<file path="src/rtl/snoop_line_pkg.sv">
package snoop_line_pkg;

  typedef enum logic [4:0] {
    L_NP     = 5'd0,
    L_I      = 5'd1,
    L_S      = 5'd2,
    L_O      = 5'd3,
    L_M      = 5'd4,
    L_LD_AD  = 5'd5,
    L_ST_AD  = 5'd6,
    L_UP_AD  = 5'd7,
    L_OU_A   = 5'd8,
    L_LD_A   = 5'd9,
    L_ST_A   = 5'd10,
    L_UP_A   = 5'd11,
    L_WB_M   = 5'd12,
    L_WB_O   = 5'd13,
    L_WB_I   = 5'd14,
    L_LD_D   = 5'd15,
    L_LD_DI  = 5'd16,
    L_ST_D   = 5'd17,
    L_ST_DO  = 5'd18,
    L_ST_DI  = 5'd19,
    L_ST_DOI = 5'd20,
    L_UP_D   = 5'd21,
    L_UP_DO  = 5'd22
  } lineSt_e;

  typedef enum logic [1:0] {OP_LOAD = 2'd0, OP_FETCH = 2'd1, OP_STORE = 2'd2, OP_EVICT = 2'd3} cpuOp_e;
  typedef enum logic [1:0] {RQ_RDS = 2'd0, RQ_RDX = 2'd1, RQ_RDI = 2'd2, RQ_WB = 2'd3} busReq_e;
  typedef enum logic [1:0] {PERM_NONE = 2'd0, PERM_RO = 2'd1, PERM_RW = 2'd2, PERM_BUSY = 2'd3} perm_e;
  typedef enum logic [1:0] {SRC_LINE = 2'd0, SRC_BUF = 2'd1, SRC_NET = 2'd2} fillSrc_e;

  typedef struct packed {
    logic     capPend;
    logic     pendStore;
    logic     pfSet;
    logic     fwdClear;
    logic     fwdAdd;
    logic     fwdSend;
    logic     bufFromNet;
    logic     bufFromLine;
    logic     lineWr;
    fillSrc_e lineSrc;
    logic     useCpu;
    logic     doneFire;
    logic     doneMiss;
    logic     doneStore;
    logic     reqFire;
    busReq_e  reqType;
    logic     rspFire;
    logic     rspFromBuf;
  } dpCtl_t;

endpackage

</file>
<file path="src/rtl/snoop_line_ctl.sv">
module snoop_line_ctl
  import snoop_line_pkg::*;
#(
  parameter int IDW   = 2,
  parameter int MY_ID = 0
) (
  input  logic           clk,
  input  logic           rstN,
  input  logic           cpuValid,
  input  logic [1:0]     cpuOp,
  input  logic           cpuPrefetch,
  input  logic           snpValid,
  input  logic [1:0]     snpType,
  input  logic [IDW-1:0] snpSrc,
  input  logic           datValid,
  output logic           cpuReady,
  output logic           datReady,
  output dpCtl_t         ctl,
  output lineSt_e        state,
  output logic [1:0]     perm,
  output logic           protoErr
);

  lineSt_e nxt;
  logic    errNow;
  logic    cpuOk;
  logic    isStable;
  logic    isLd;
  logic    isSt;
  logic    snpOwn;
  logic    snpShared;
  logic    snpExcl;
  busReq_e sType;
  cpuOp_e  op;

  assign op        = cpuOp_e'(cpuOp);
  assign sType     = busReq_e'(snpType);
  assign snpOwn    = (snpSrc == IDW'(MY_ID));
  assign snpShared = (sType == RQ_RDS) || (sType == RQ_RDI);
  assign snpExcl   = (sType == RQ_RDX);
  assign isLd      = (op == OP_LOAD) || (op == OP_FETCH);
  assign isSt      = (op == OP_STORE);
  assign isStable  = state inside {L_NP, L_I, L_S, L_O, L_M};

  always_comb begin
    if (isStable) begin
      cpuOk = 1'b1;
    end else if (cpuPrefetch && isLd) begin
      cpuOk = !(state inside {L_LD_DI, L_ST_DI, L_ST_DOI, L_WB_M, L_WB_O, L_WB_I});
    end else if (cpuPrefetch && isSt) begin
      cpuOk = state inside {L_ST_AD, L_UP_AD, L_OU_A, L_ST_A, L_UP_A, L_ST_D, L_UP_D};
    end else begin
      cpuOk = 1'b0;
    end
  end

  assign cpuReady = cpuOk && !snpValid && !datValid;
  assign datReady = !snpValid;

  always_comb begin
    case (state)
      L_NP, L_I, L_WB_M, L_WB_I: perm = PERM_NONE;
      L_S, L_O:                  perm = PERM_RO;
      L_M:                       perm = PERM_RW;
      default:                   perm = PERM_BUSY;
    endcase
  end

  always_comb begin
    nxt    = state;
    ctl    = '0;
    errNow = 1'b0;
    if (snpValid) begin
      if (sType == RQ_WB && !snpOwn) begin
        nxt = state;
      end else if (snpOwn) begin
        if (snpShared) begin
          case (state)
            L_LD_AD: nxt = L_LD_D;
            L_LD_A: begin
              nxt = L_S; ctl.lineWr = 1'b1; ctl.lineSrc = SRC_BUF;
              ctl.doneFire = 1'b1; ctl.doneMiss = 1'b1;
            end
            default: errNow = 1'b1;
          endcase
        end else if (snpExcl) begin
          case (state)
            L_ST_AD: nxt = L_ST_D;
            L_UP_AD: nxt = L_UP_D;
            L_OU_A: begin
              nxt = L_M; ctl.lineWr = 1'b1; ctl.lineSrc = SRC_LINE;
              ctl.doneFire = 1'b1; ctl.doneMiss = 1'b1; ctl.doneStore = 1'b1;
            end
            L_ST_A, L_UP_A: begin
              nxt = L_M; ctl.lineWr = 1'b1; ctl.lineSrc = SRC_BUF;
              ctl.doneFire = 1'b1; ctl.doneMiss = 1'b1; ctl.doneStore = 1'b1;
            end
            default: errNow = 1'b1;
          endcase
        end else begin
          if (state inside {L_WB_M, L_WB_O, L_WB_I}) nxt = L_I;
          else errNow = 1'b1;
        end
      end else begin
        case (state)
          L_S: if (snpExcl) nxt = L_I;
          L_O: begin
            ctl.rspFire = 1'b1;
            if (snpExcl) nxt = L_I;
          end
          L_M: begin
            ctl.rspFire = 1'b1;
            nxt = snpExcl ? L_I : L_O;
          end
          L_UP_AD: if (snpExcl) nxt = L_ST_AD;
          L_UP_A:  if (snpExcl) nxt = L_ST_A;
          L_OU_A: begin
            ctl.rspFire = 1'b1;
            if (snpExcl) nxt = L_ST_AD;
          end
          L_WB_M, L_WB_O: begin
            ctl.rspFire = 1'b1; ctl.rspFromBuf = 1'b1;
            if (snpExcl) nxt = L_WB_I;
          end
          L_LD_D: if (snpExcl) nxt = L_LD_DI;
          L_ST_D: begin
            ctl.fwdAdd = 1'b1;
            nxt = snpExcl ? L_ST_DI : L_ST_DO;
          end
          L_ST_DO: begin
            ctl.fwdAdd = 1'b1;
            if (snpExcl) nxt = L_ST_DOI;
          end
          L_UP_D: begin
            ctl.fwdAdd = 1'b1;
            nxt = snpExcl ? L_ST_DI : L_UP_DO;
          end
          L_UP_DO: begin
            ctl.fwdAdd = 1'b1;
            if (snpExcl) nxt = L_ST_DOI;
          end
          default: nxt = state;
        endcase
      end
    end else if (datValid) begin
      case (state)
        L_LD_AD: begin nxt = L_LD_A; ctl.bufFromNet = 1'b1; end
        L_ST_AD, L_OU_A: begin nxt = L_ST_A; ctl.bufFromNet = 1'b1; end
        L_UP_AD: begin nxt = L_UP_A; ctl.bufFromNet = 1'b1; end
        L_LD_D, L_LD_DI: begin
          nxt = (state == L_LD_D) ? L_S : L_I;
          ctl.lineWr = 1'b1; ctl.lineSrc = SRC_NET;
          ctl.doneFire = 1'b1; ctl.doneMiss = 1'b1;
        end
        L_ST_D, L_UP_D, L_ST_DO, L_UP_DO, L_ST_DI, L_ST_DOI: begin
          ctl.lineWr = 1'b1; ctl.lineSrc = SRC_NET;
          ctl.doneFire = 1'b1; ctl.doneMiss = 1'b1; ctl.doneStore = 1'b1;
          if (state inside {L_ST_D, L_UP_D}) begin
            nxt = L_M;
          end else begin
            ctl.fwdSend = 1'b1;
            nxt = (state inside {L_ST_DO, L_UP_DO}) ? L_O : L_I;
          end
        end
        default: errNow = 1'b1;
      endcase
    end else if (cpuValid && cpuOk && isStable) begin
      case (state)
        L_NP, L_I: begin
          if (op == OP_EVICT) begin
            if (state == L_I) nxt = L_NP;
            else errNow = 1'b1;
          end else begin
            ctl.reqFire = 1'b1; ctl.capPend = 1'b1; ctl.fwdClear = 1'b1;
            ctl.pfSet = cpuPrefetch;
            if (isSt) begin
              ctl.reqType = RQ_RDX; ctl.pendStore = !cpuPrefetch; nxt = L_ST_AD;
            end else begin
              ctl.reqType = (op == OP_FETCH) ? RQ_RDI : RQ_RDS; nxt = L_LD_AD;
            end
          end
        end
        default: begin
          if (op == OP_EVICT) begin
            if (state == L_S) begin
              nxt = L_I;
            end else begin
              ctl.reqFire = 1'b1; ctl.reqType = RQ_WB; ctl.bufFromLine = 1'b1;
              nxt = (state == L_M) ? L_WB_M : L_WB_O;
            end
          end else if (isLd) begin
            ctl.doneFire = !cpuPrefetch;
          end else if (state == L_M) begin
            if (!cpuPrefetch) begin
              ctl.lineWr = 1'b1; ctl.lineSrc = SRC_LINE; ctl.useCpu = 1'b1;
              ctl.doneFire = 1'b1; ctl.doneStore = 1'b1;
            end
          end else begin
            ctl.reqFire = 1'b1; ctl.reqType = RQ_RDX; ctl.capPend = 1'b1;
            ctl.fwdClear = 1'b1; ctl.pfSet = cpuPrefetch; ctl.pendStore = !cpuPrefetch;
            if (state == L_O) nxt = L_OU_A;
            else nxt = cpuPrefetch ? L_ST_AD : L_UP_AD;
          end
        end
      endcase
    end
  end

  always_ff @(posedge clk) begin
    if (!rstN) begin
      state    <= L_NP;
      protoErr <= 1'b0;
    end else begin
      state    <= nxt;
      protoErr <= protoErr | errNow;
    end
  end

  // the error flag never clears on its own
  a_r13_err_sticky: assert property (@(posedge clk) disable iff (!rstN)
    protoErr |=> protoErr);

  // the state register only holds defined codes
  a_r2_state_range: assert property (@(posedge clk) disable iff (!rstN)
    state <= L_UP_DO);

  // data-first load miss completes to S on its own ordered request
  a_r3_ld_order: assert property (@(posedge clk) disable iff (!rstN)
    (state == L_LD_A && snpValid && snpOwn && sType == RQ_RDS) |=> (state == L_S));

  // own writeback ordering always returns the line to I
  a_r8_wb_done: assert property (@(posedge clk) disable iff (!rstN)
    (state inside {L_WB_M, L_WB_O, L_WB_I} && snpValid && snpOwn && sType == RQ_WB)
      |=> (state == L_I));

endmodule

</file>
<file path="src/rtl/snoop_line_dp.sv">
module snoop_line_dp
  import snoop_line_pkg::*;
#(
  parameter int DW    = 32,
  parameter int NODES = 4,
  parameter int IDW   = 2
) (
  input  logic             clk,
  input  logic             rstN,
  input  dpCtl_t           ctl,
  input  logic [DW-1:0]    cpuData,
  input  logic [DW/8-1:0]  cpuByteEn,
  input  logic [IDW-1:0]   snpSrc,
  input  logic [DW-1:0]    datData,
  output logic             doneValid,
  output logic             doneStore,
  output logic [DW-1:0]    doneData,
  output logic             reqValid,
  output logic [1:0]       reqType,
  output logic [DW-1:0]    reqData,
  output logic             rspValid,
  output logic [NODES-1:0] rspDest,
  output logic [DW-1:0]    rspData
);

  localparam int NB = DW / 8;

  logic [DW-1:0]    lineQ;
  logic [DW-1:0]    bufQ;
  logic [DW-1:0]    pendData;
  logic [NB-1:0]    pendMask;
  logic             pfQ;
  logic [NODES-1:0] fwdQ;
  logic [NODES-1:0] srcHot;
  logic [DW-1:0]    fillVal;
  logic [DW-1:0]    mergeData;
  logic [NB-1:0]    mergeMask;
  logic [DW-1:0]    lineNew;
  logic [DW-1:0]    lineAfter;

  assign srcHot = NODES'(1) << snpSrc;

  always_comb begin
    case (ctl.lineSrc)
      SRC_BUF: fillVal = bufQ;
      SRC_NET: fillVal = datData;
      default: fillVal = lineQ;
    endcase
  end

  assign mergeData = ctl.useCpu ? cpuData : pendData;
  assign mergeMask = ctl.useCpu ? cpuByteEn : pendMask;

  for (genvar b = 0; b < NB; b++) begin : g_byte
    assign lineNew[8*b +: 8] = mergeMask[b] ? mergeData[8*b +: 8] : fillVal[8*b +: 8];
  end

  assign lineAfter = ctl.lineWr ? lineNew : lineQ;

  always_ff @(posedge clk) begin
    if (!rstN) begin
      lineQ    <= '0;
      bufQ     <= '0;
      pendData <= '0;
      pendMask <= '0;
      pfQ      <= 1'b0;
      fwdQ     <= '0;
    end else begin
      if (ctl.lineWr) lineQ <= lineNew;
      if (ctl.bufFromNet) bufQ <= datData;
      else if (ctl.bufFromLine) bufQ <= lineQ;
      if (ctl.capPend) begin
        pendData <= cpuData;
        pendMask <= ctl.pendStore ? cpuByteEn : '0;
        pfQ      <= ctl.pfSet;
      end
      if (ctl.fwdClear) fwdQ <= '0;
      else if (ctl.fwdAdd) fwdQ <= fwdQ | srcHot;
    end
  end

  always_ff @(posedge clk) begin
    if (!rstN) begin
      doneValid <= 1'b0;
      doneStore <= 1'b0;
      doneData  <= '0;
      reqValid  <= 1'b0;
      reqType   <= '0;
      reqData   <= '0;
      rspValid  <= 1'b0;
      rspDest   <= '0;
      rspData   <= '0;
    end else begin
      doneValid <= ctl.doneFire && !(ctl.doneMiss && pfQ);
      doneStore <= ctl.doneStore;
      doneData  <= lineAfter;
      reqValid  <= ctl.reqFire;
      reqType   <= ctl.reqType;
      reqData   <= lineQ;
      rspValid  <= ctl.rspFire || ctl.fwdSend;
      rspDest   <= ctl.fwdSend ? fwdQ : srcHot;
      rspData   <= ctl.fwdSend ? lineNew : (ctl.rspFromBuf ? bufQ : lineQ);
    end
  end

  // a forward is only sent after at least one requester was recorded
  a_r9_fwd_nonempty: assert property (@(posedge clk) disable iff (!rstN)
    ctl.fwdSend |-> (fwdQ != '0));

  // every data response names at least one destination
  a_r7_rsp_dest: assert property (@(posedge clk) disable iff (!rstN)
    rspValid |-> (rspDest != '0));

endmodule

</file>
<file path="src/rtl/snoop_line_coh.sv">
module snoop_line_coh
  import snoop_line_pkg::*;
#(
  parameter int DW    = 32,
  parameter int NODES = 4,
  parameter int MY_ID = 0,
  localparam int IDW  = (NODES > 1) ? $clog2(NODES) : 1
) (
  input  logic             clk,
  input  logic             rstN,
  input  logic             cpuValid,
  input  logic [1:0]       cpuOp,
  input  logic             cpuPrefetch,
  input  logic [DW-1:0]    cpuData,
  input  logic [DW/8-1:0]  cpuByteEn,
  output logic             cpuReady,
  input  logic             snpValid,
  input  logic [1:0]       snpType,
  input  logic [IDW-1:0]   snpSrc,
  input  logic             datValid,
  input  logic [DW-1:0]    datData,
  output logic             datReady,
  output logic             doneValid,
  output logic             doneStore,
  output logic [DW-1:0]    doneData,
  output logic             reqValid,
  output logic [1:0]       reqType,
  output logic [DW-1:0]    reqData,
  output logic             rspValid,
  output logic [NODES-1:0] rspDest,
  output logic [DW-1:0]    rspData,
  output logic [4:0]       lineState,
  output logic [1:0]       linePerm,
  output logic             protoErr
);

  dpCtl_t  ctl;
  lineSt_e stateQ;

  snoop_line_ctl #(.IDW(IDW), .MY_ID(MY_ID)) u_ctl (
    .clk(clk), .rstN(rstN),
    .cpuValid(cpuValid), .cpuOp(cpuOp), .cpuPrefetch(cpuPrefetch),
    .snpValid(snpValid), .snpType(snpType), .snpSrc(snpSrc),
    .datValid(datValid),
    .cpuReady(cpuReady), .datReady(datReady),
    .ctl(ctl), .state(stateQ), .perm(linePerm), .protoErr(protoErr)
  );

  snoop_line_dp #(.DW(DW), .NODES(NODES), .IDW(IDW)) u_dp (
    .clk(clk), .rstN(rstN), .ctl(ctl),
    .cpuData(cpuData), .cpuByteEn(cpuByteEn), .snpSrc(snpSrc), .datData(datData),
    .doneValid(doneValid), .doneStore(doneStore), .doneData(doneData),
    .reqValid(reqValid), .reqType(reqType), .reqData(reqData),
    .rspValid(rspValid), .rspDest(rspDest), .rspData(rspData)
  );

  assign lineState = stateQ;

  // no processor operation is taken while a network message is present
  a_r10_net_first: assert property (@(posedge clk) disable iff (!rstN)
    (snpValid || datValid) |-> !cpuReady);

endmodule

</file>
<file path="config.mk">
export PLATFORM = sky130hd
export DESIGN_NAME = snoop_line_coh
export DESIGN_NICKNAME = d
export VERILOG_FILES = /design/src/rtl/snoop_line_pkg.sv /design/src/rtl/snoop_line_ctl.sv /design/src/rtl/snoop_line_dp.sv /design/src/rtl/snoop_line_coh.sv
export SDC_FILE = /design/constraint.sdc
export NUM_CORES = 1
export LEC_CHECK = 0
export BUFFER_PORTS_ARGS = -buffer_cell sky130_fd_sc_hd__buf_2
export CAP_MARGIN = 20
export CORE_MARGIN = 4
export CORE_UTILIZATION = 55
export CTS_CLUSTER_SIZE = 12
export DETAILED_ROUTE_END_ITERATION = 6
export PLACE_DENSITY = 0.8
export REMOVE_ABC_BUFFERS = 1
export SYNTH_ARGS = -nofsm -noshare
export SYNTH_HDL_FRONTEND = slang
export SYNTH_SLANG_ARGS = --single-unit
</file>
<file path="constraint.sdc">
create_clock -name clk -period 6.5 [get_ports clk]
set_input_delay 1.3 -clock clk [delete_from_list [all_inputs] [get_ports clk]]
set_output_delay 1.3 -clock clk [all_outputs]
set_load 0.02 [all_outputs]
</file>
==> impl_results.md <==
* Crit path buf inv count at 2
* TritonCTS clock tree: done
* Category of the critical setup timing path: reg -> out
* Number of clock sinks seen by CTS at 185
* Total die area at between 15000 and 20000 µm²
* Clock transition at the registers of the reported paths at 0.07 ns
* Number of buffers inserted to repair setup after CTS at 0
* Top_reg_cell synth: dfxtp_1
* Number of cells in the design after placement at approximately 1400
* Number of top-level pins at 196
* Mean instance size in the synthesized netlist at 8.359 µm²
* Area fraction of the dominant cell type after synthesis at 40.65%
* Die outline width at approximately 140 µm
* Weighted congestion at the end of routability-driven global placement at 0.9174
* Aggregate routed wire length at between 30 and 40 mm
* Wire length of the first global-routing pass at 46.76 mm
* Ranking of synthesized cells by area: dfxtp_1 (41%), mux2i_1 (8.1%), nand2_1 (5.2%)
* Input/output buffers at between 150 and 200
* Instance count along the most critical hold path at 2
* Number of pins exceeding their max-slew limit in the final report at 0
* Sink of the worst hold path: u_dp.pendData[8]$_SDFFE_PN0P_
* Pre-CTS setup slack at 2.389 ns
* DR WL/cell at 20.76 µm
* Number of buffers on the longest clock path at 2
* Number of nets in the layout at 1302
* Count of state elements after synthesis at 185
* Clock period minus worst slack at 3.903 ns
* Post-route worst setup slack at 2.597 ns
* Peak per-stage delay on the critical path at 0.59 ns
* Number of buffers inserted for hold repair after clock tree synthesis at 0
* Synth unique cells at 72
* Sequential element share of the synthesized area at 40.65%
* Unrepaired setup endpoints after global routing: false
* Post-DP HPWL at 18.30 mm
* Crit. End Element: output pin
* CTS-repair resized insts at 0
* Chain of cells forming the critical path: buf_4 -> nand2_1 -> nor3_1 -> nor3_1 -> a32o_1 -> nand2_1 -> a311oi_1 -> buf_2
* Status: finished clean
* Critical path data arrival time at between 2 and 3 ns
* Number of iterations in the first detailed-routing pass at 7
* Placement-stage cell area at between 10000 and 15000 µm²
* Global-route usage over all layers at 31.58%
* Initial cell density of the core at 56.74%
* Remaining DRCs at 0
* Static power due to leakage at approximately 4.3 nW
* Fraction of the cycle the final worst path needs at 60.04%
* Clock tree root driver cell: clkbuf_16
* Launch point of the worst hold path: u_dp.pendData[8]$_SDFFE_PN0P_
* Slew at the pin with the worst max-slew slack at around 0.96 ns
* Share of flip-flops with an asynchronous set or reset at 0%
* Hold violation total from the final report at 0
* Fraction of final layout cells sized beyond drive strength 1 at ~22%
* Most frequent standard cell in the layout excluding fill and tap cells: buf_2
* Critical Path Fanout Max at 38
* Most frequent cells in the layout: buf_2 (195), dfxtp_1 (185), nand2_1 (126)
* Remaining antenna violation count after routing at 0
* Path category of the worst min-delay check: reg -> reg
* Post-route cell area at 10690 µm²
* Number of CTS-inserted buffers at 17
* Largest area contributor in the netlist: dfxtp_1
* Final cell count without fillers at 1452
* Synthesized area at 9111 µm²
* Site Rows at 46
* Count of flip-flops with a built-in enable after synthesis at 0
* Peak clock frequency supported by timing at ~260 MHz
* Startpoint of the worst register-to-register path: u_ctl.state[1]$_SDFFE_PN0P_
* Data required time of the critical path at roughly 5.2 ns
* DRC marker count from the first detailed-route iteration at between 1000 and 1500
* Total gr overflow at 0
* Clock insertion delay at the later pin of the skew report at 0.43 ns
* Largest net degree at the start of global routing at 65
* Fin util at 66.54%
* Synth-to-layout area growth at 17.27%
* Max-cap violations at 0
* Count of warnings emitted by yosys at 0
* Total setup violations reported at the end of the flow at 0
* Power density over the cells at about 240 nW/µm²
* Worst r2r path cells at 8
* Number of instances in the synthesized netlist at between 1000 and 1500
* Number of global-route vias before repair at approximately 9000
* Cell family contributing the most delay on the critical path: simple AND/OR/NAND/NOR gates
* Detail-routed via count per cell at 6.438
* R2R setup slack at 3.13 ns
* Core area at 16060 µm²
* Via count of the routed design at 9348
* Height of the die at 136.7 µm
* Level count of the clock H-tree at 4
* Total negative slack for setup checks at 0 ns
* Slowest library cell on the worst path: nor3_1
* Worst-case headroom to the max-slew limit at 34.36%
* Category of the worst setup path launch point: flop
* Max IR drop VDD at 0.1938 mV
* Final Skew at 0.01972 ns
* Antenna violations before repair at 6
* Endpoint of the most critical register-to-register path: u_dp.rspData[5]$_SDFF_PN0_
==> metrics by stage <==
stage                     hold slack [ns]  power, mW
after floorplan                    0.4254      1.442
after global placement             0.4365      1.592
after detailed placement           0.4420      1.595
after CTS                          0.4510      2.577
after global routing               0.4686      2.664
final                              0.4492      2.582
==> cells in the mapped netlist, drive strengths merged (2+ instances only) <==
| cell | number |
|---|---|
| o31ai | 5 |
| nor4 | 3 |
| a22oi | 2 |
| nor2 | 86 |
| nor3 | 12 |
| a2bb2oi | 2 |
| nand3 | 48 |
| a32o | 3 |
| nand2 | 127 |
| a2111oi | 5 |
| or3 | 2 |
| o21ai | 47 |
| and3 | 6 |
| mux2i | 74 |
| o41ai | 3 |
| dfxtp | 185 |
| inv | 43 |
| nand2b | 8 |
| o311ai | 34 |
| o211ai | 3 |
| nand4 | 37 |
| nor3b | 6 |
| a21oi | 54 |
| clkbuf | 67 |
| buf | 36 |
| nor2b | 9 |
| and2 | 2 |
| o2111ai | 38 |
| o22ai | 33 |
| a221oi | 4 |
| xnor2 | 3 |
| nand3b | 34 |
| o21bai | 3 |
| a211oi | 36 |
| mux2 | 3 |
| a31oi | 2 |
| or2 | 2 |
| o21a | 2 |
==> layout make-up <==
type | instances | area (µm²)
multi-input combinational | 759 | 4851
antenna | 1 | 2.502
timing repair buffer | 216 | 1134
clock inverter | 13 | 118.9
clock buffer | 19 | 442.9
inverter | 43 | 162.7
sequential | 185 | 3704
tap | 216 | 270.3
fill | 1370 | 5373
==> kinds of logic after synthesis <==
kind of cell / synth area share [%]
compound gates: 22.41
xor+xnor: 0.3846
mux: 8.500
flops: 40.65
buf+inv: 6.825
simple gates: 21.23
==> sequential cells by signal, summed over array words and instances (netlist names) <==
register,count
u_dp.bufQ,32
u_dp.doneData,32
u_dp.pendData,32
u_dp.reqData,32
u_dp.rspData,32
u_ctl.state,5
u_dp.fwdQ,4
u_dp.pendMask,4
u_dp.rspDest,4
u_dp.reqType,2
u_ctl.protoErr,1
u_dp.doneStore,1
u_dp.doneValid,1
u_dp.pfQ,1
u_dp.reqValid,1
u_dp.rspValid,1
==> layer usage <==
layer	share of wire (%)	wire (µm)	GRT usage [%]
met5	0.23	69	0
met4	3.1	927	13.38
met3	10	3069	7.868
met2	46	13940	49.26
met1	40	12140	41.73
==> worst register-to-register path: stages (launching register included) <==
cell and delay (ns):
dfxtp_1 0.30, buf_4 0.24, nor3_1 0.50, nand4_4 0.43, buf_4 0.43, mux2i_1 0.74
o2111ai_1 0.21, o311ai_0 0.21, o22ai_1 0.17
==> report_power, final <==
part | total [mW] | internal [mW] | switching, mW
Combinational | 0.411 | 0.132 | 0.279
Sequential | 1.17 | 1.16 | 0.0130
Clock | 0.999 | 0.543 | 0.456
Total | 2.58 | 1.83 | 0.748
==> how the worst max path moves through the flow <==
stage	startpoint	to	slack, ns	cells past startpoint
after floorplan	snpType[1]	u_dp.rspData[24]$_SDFF_PN0_	1.85	5
after CTS	u_ctl.state[2]$_SDFFE_PN0P_	cpuReady	2.64	8
after global routing	u_ctl.state[2]$_SDFFE_PN0P_	cpuReady	2.51	8
after detailed placement	cpuOp[1]	u_dp.rspData[5]$_SDFF_PN0_	2.39	8
final	u_ctl.state[2]$_SDFFE_PN0P_	cpuReady	2.60	8
after global placement	cpuOp[1]	u_dp.rspData[7]$_SDFF_PN0_	2.49	8
Power figures use the tool's default switching activity.
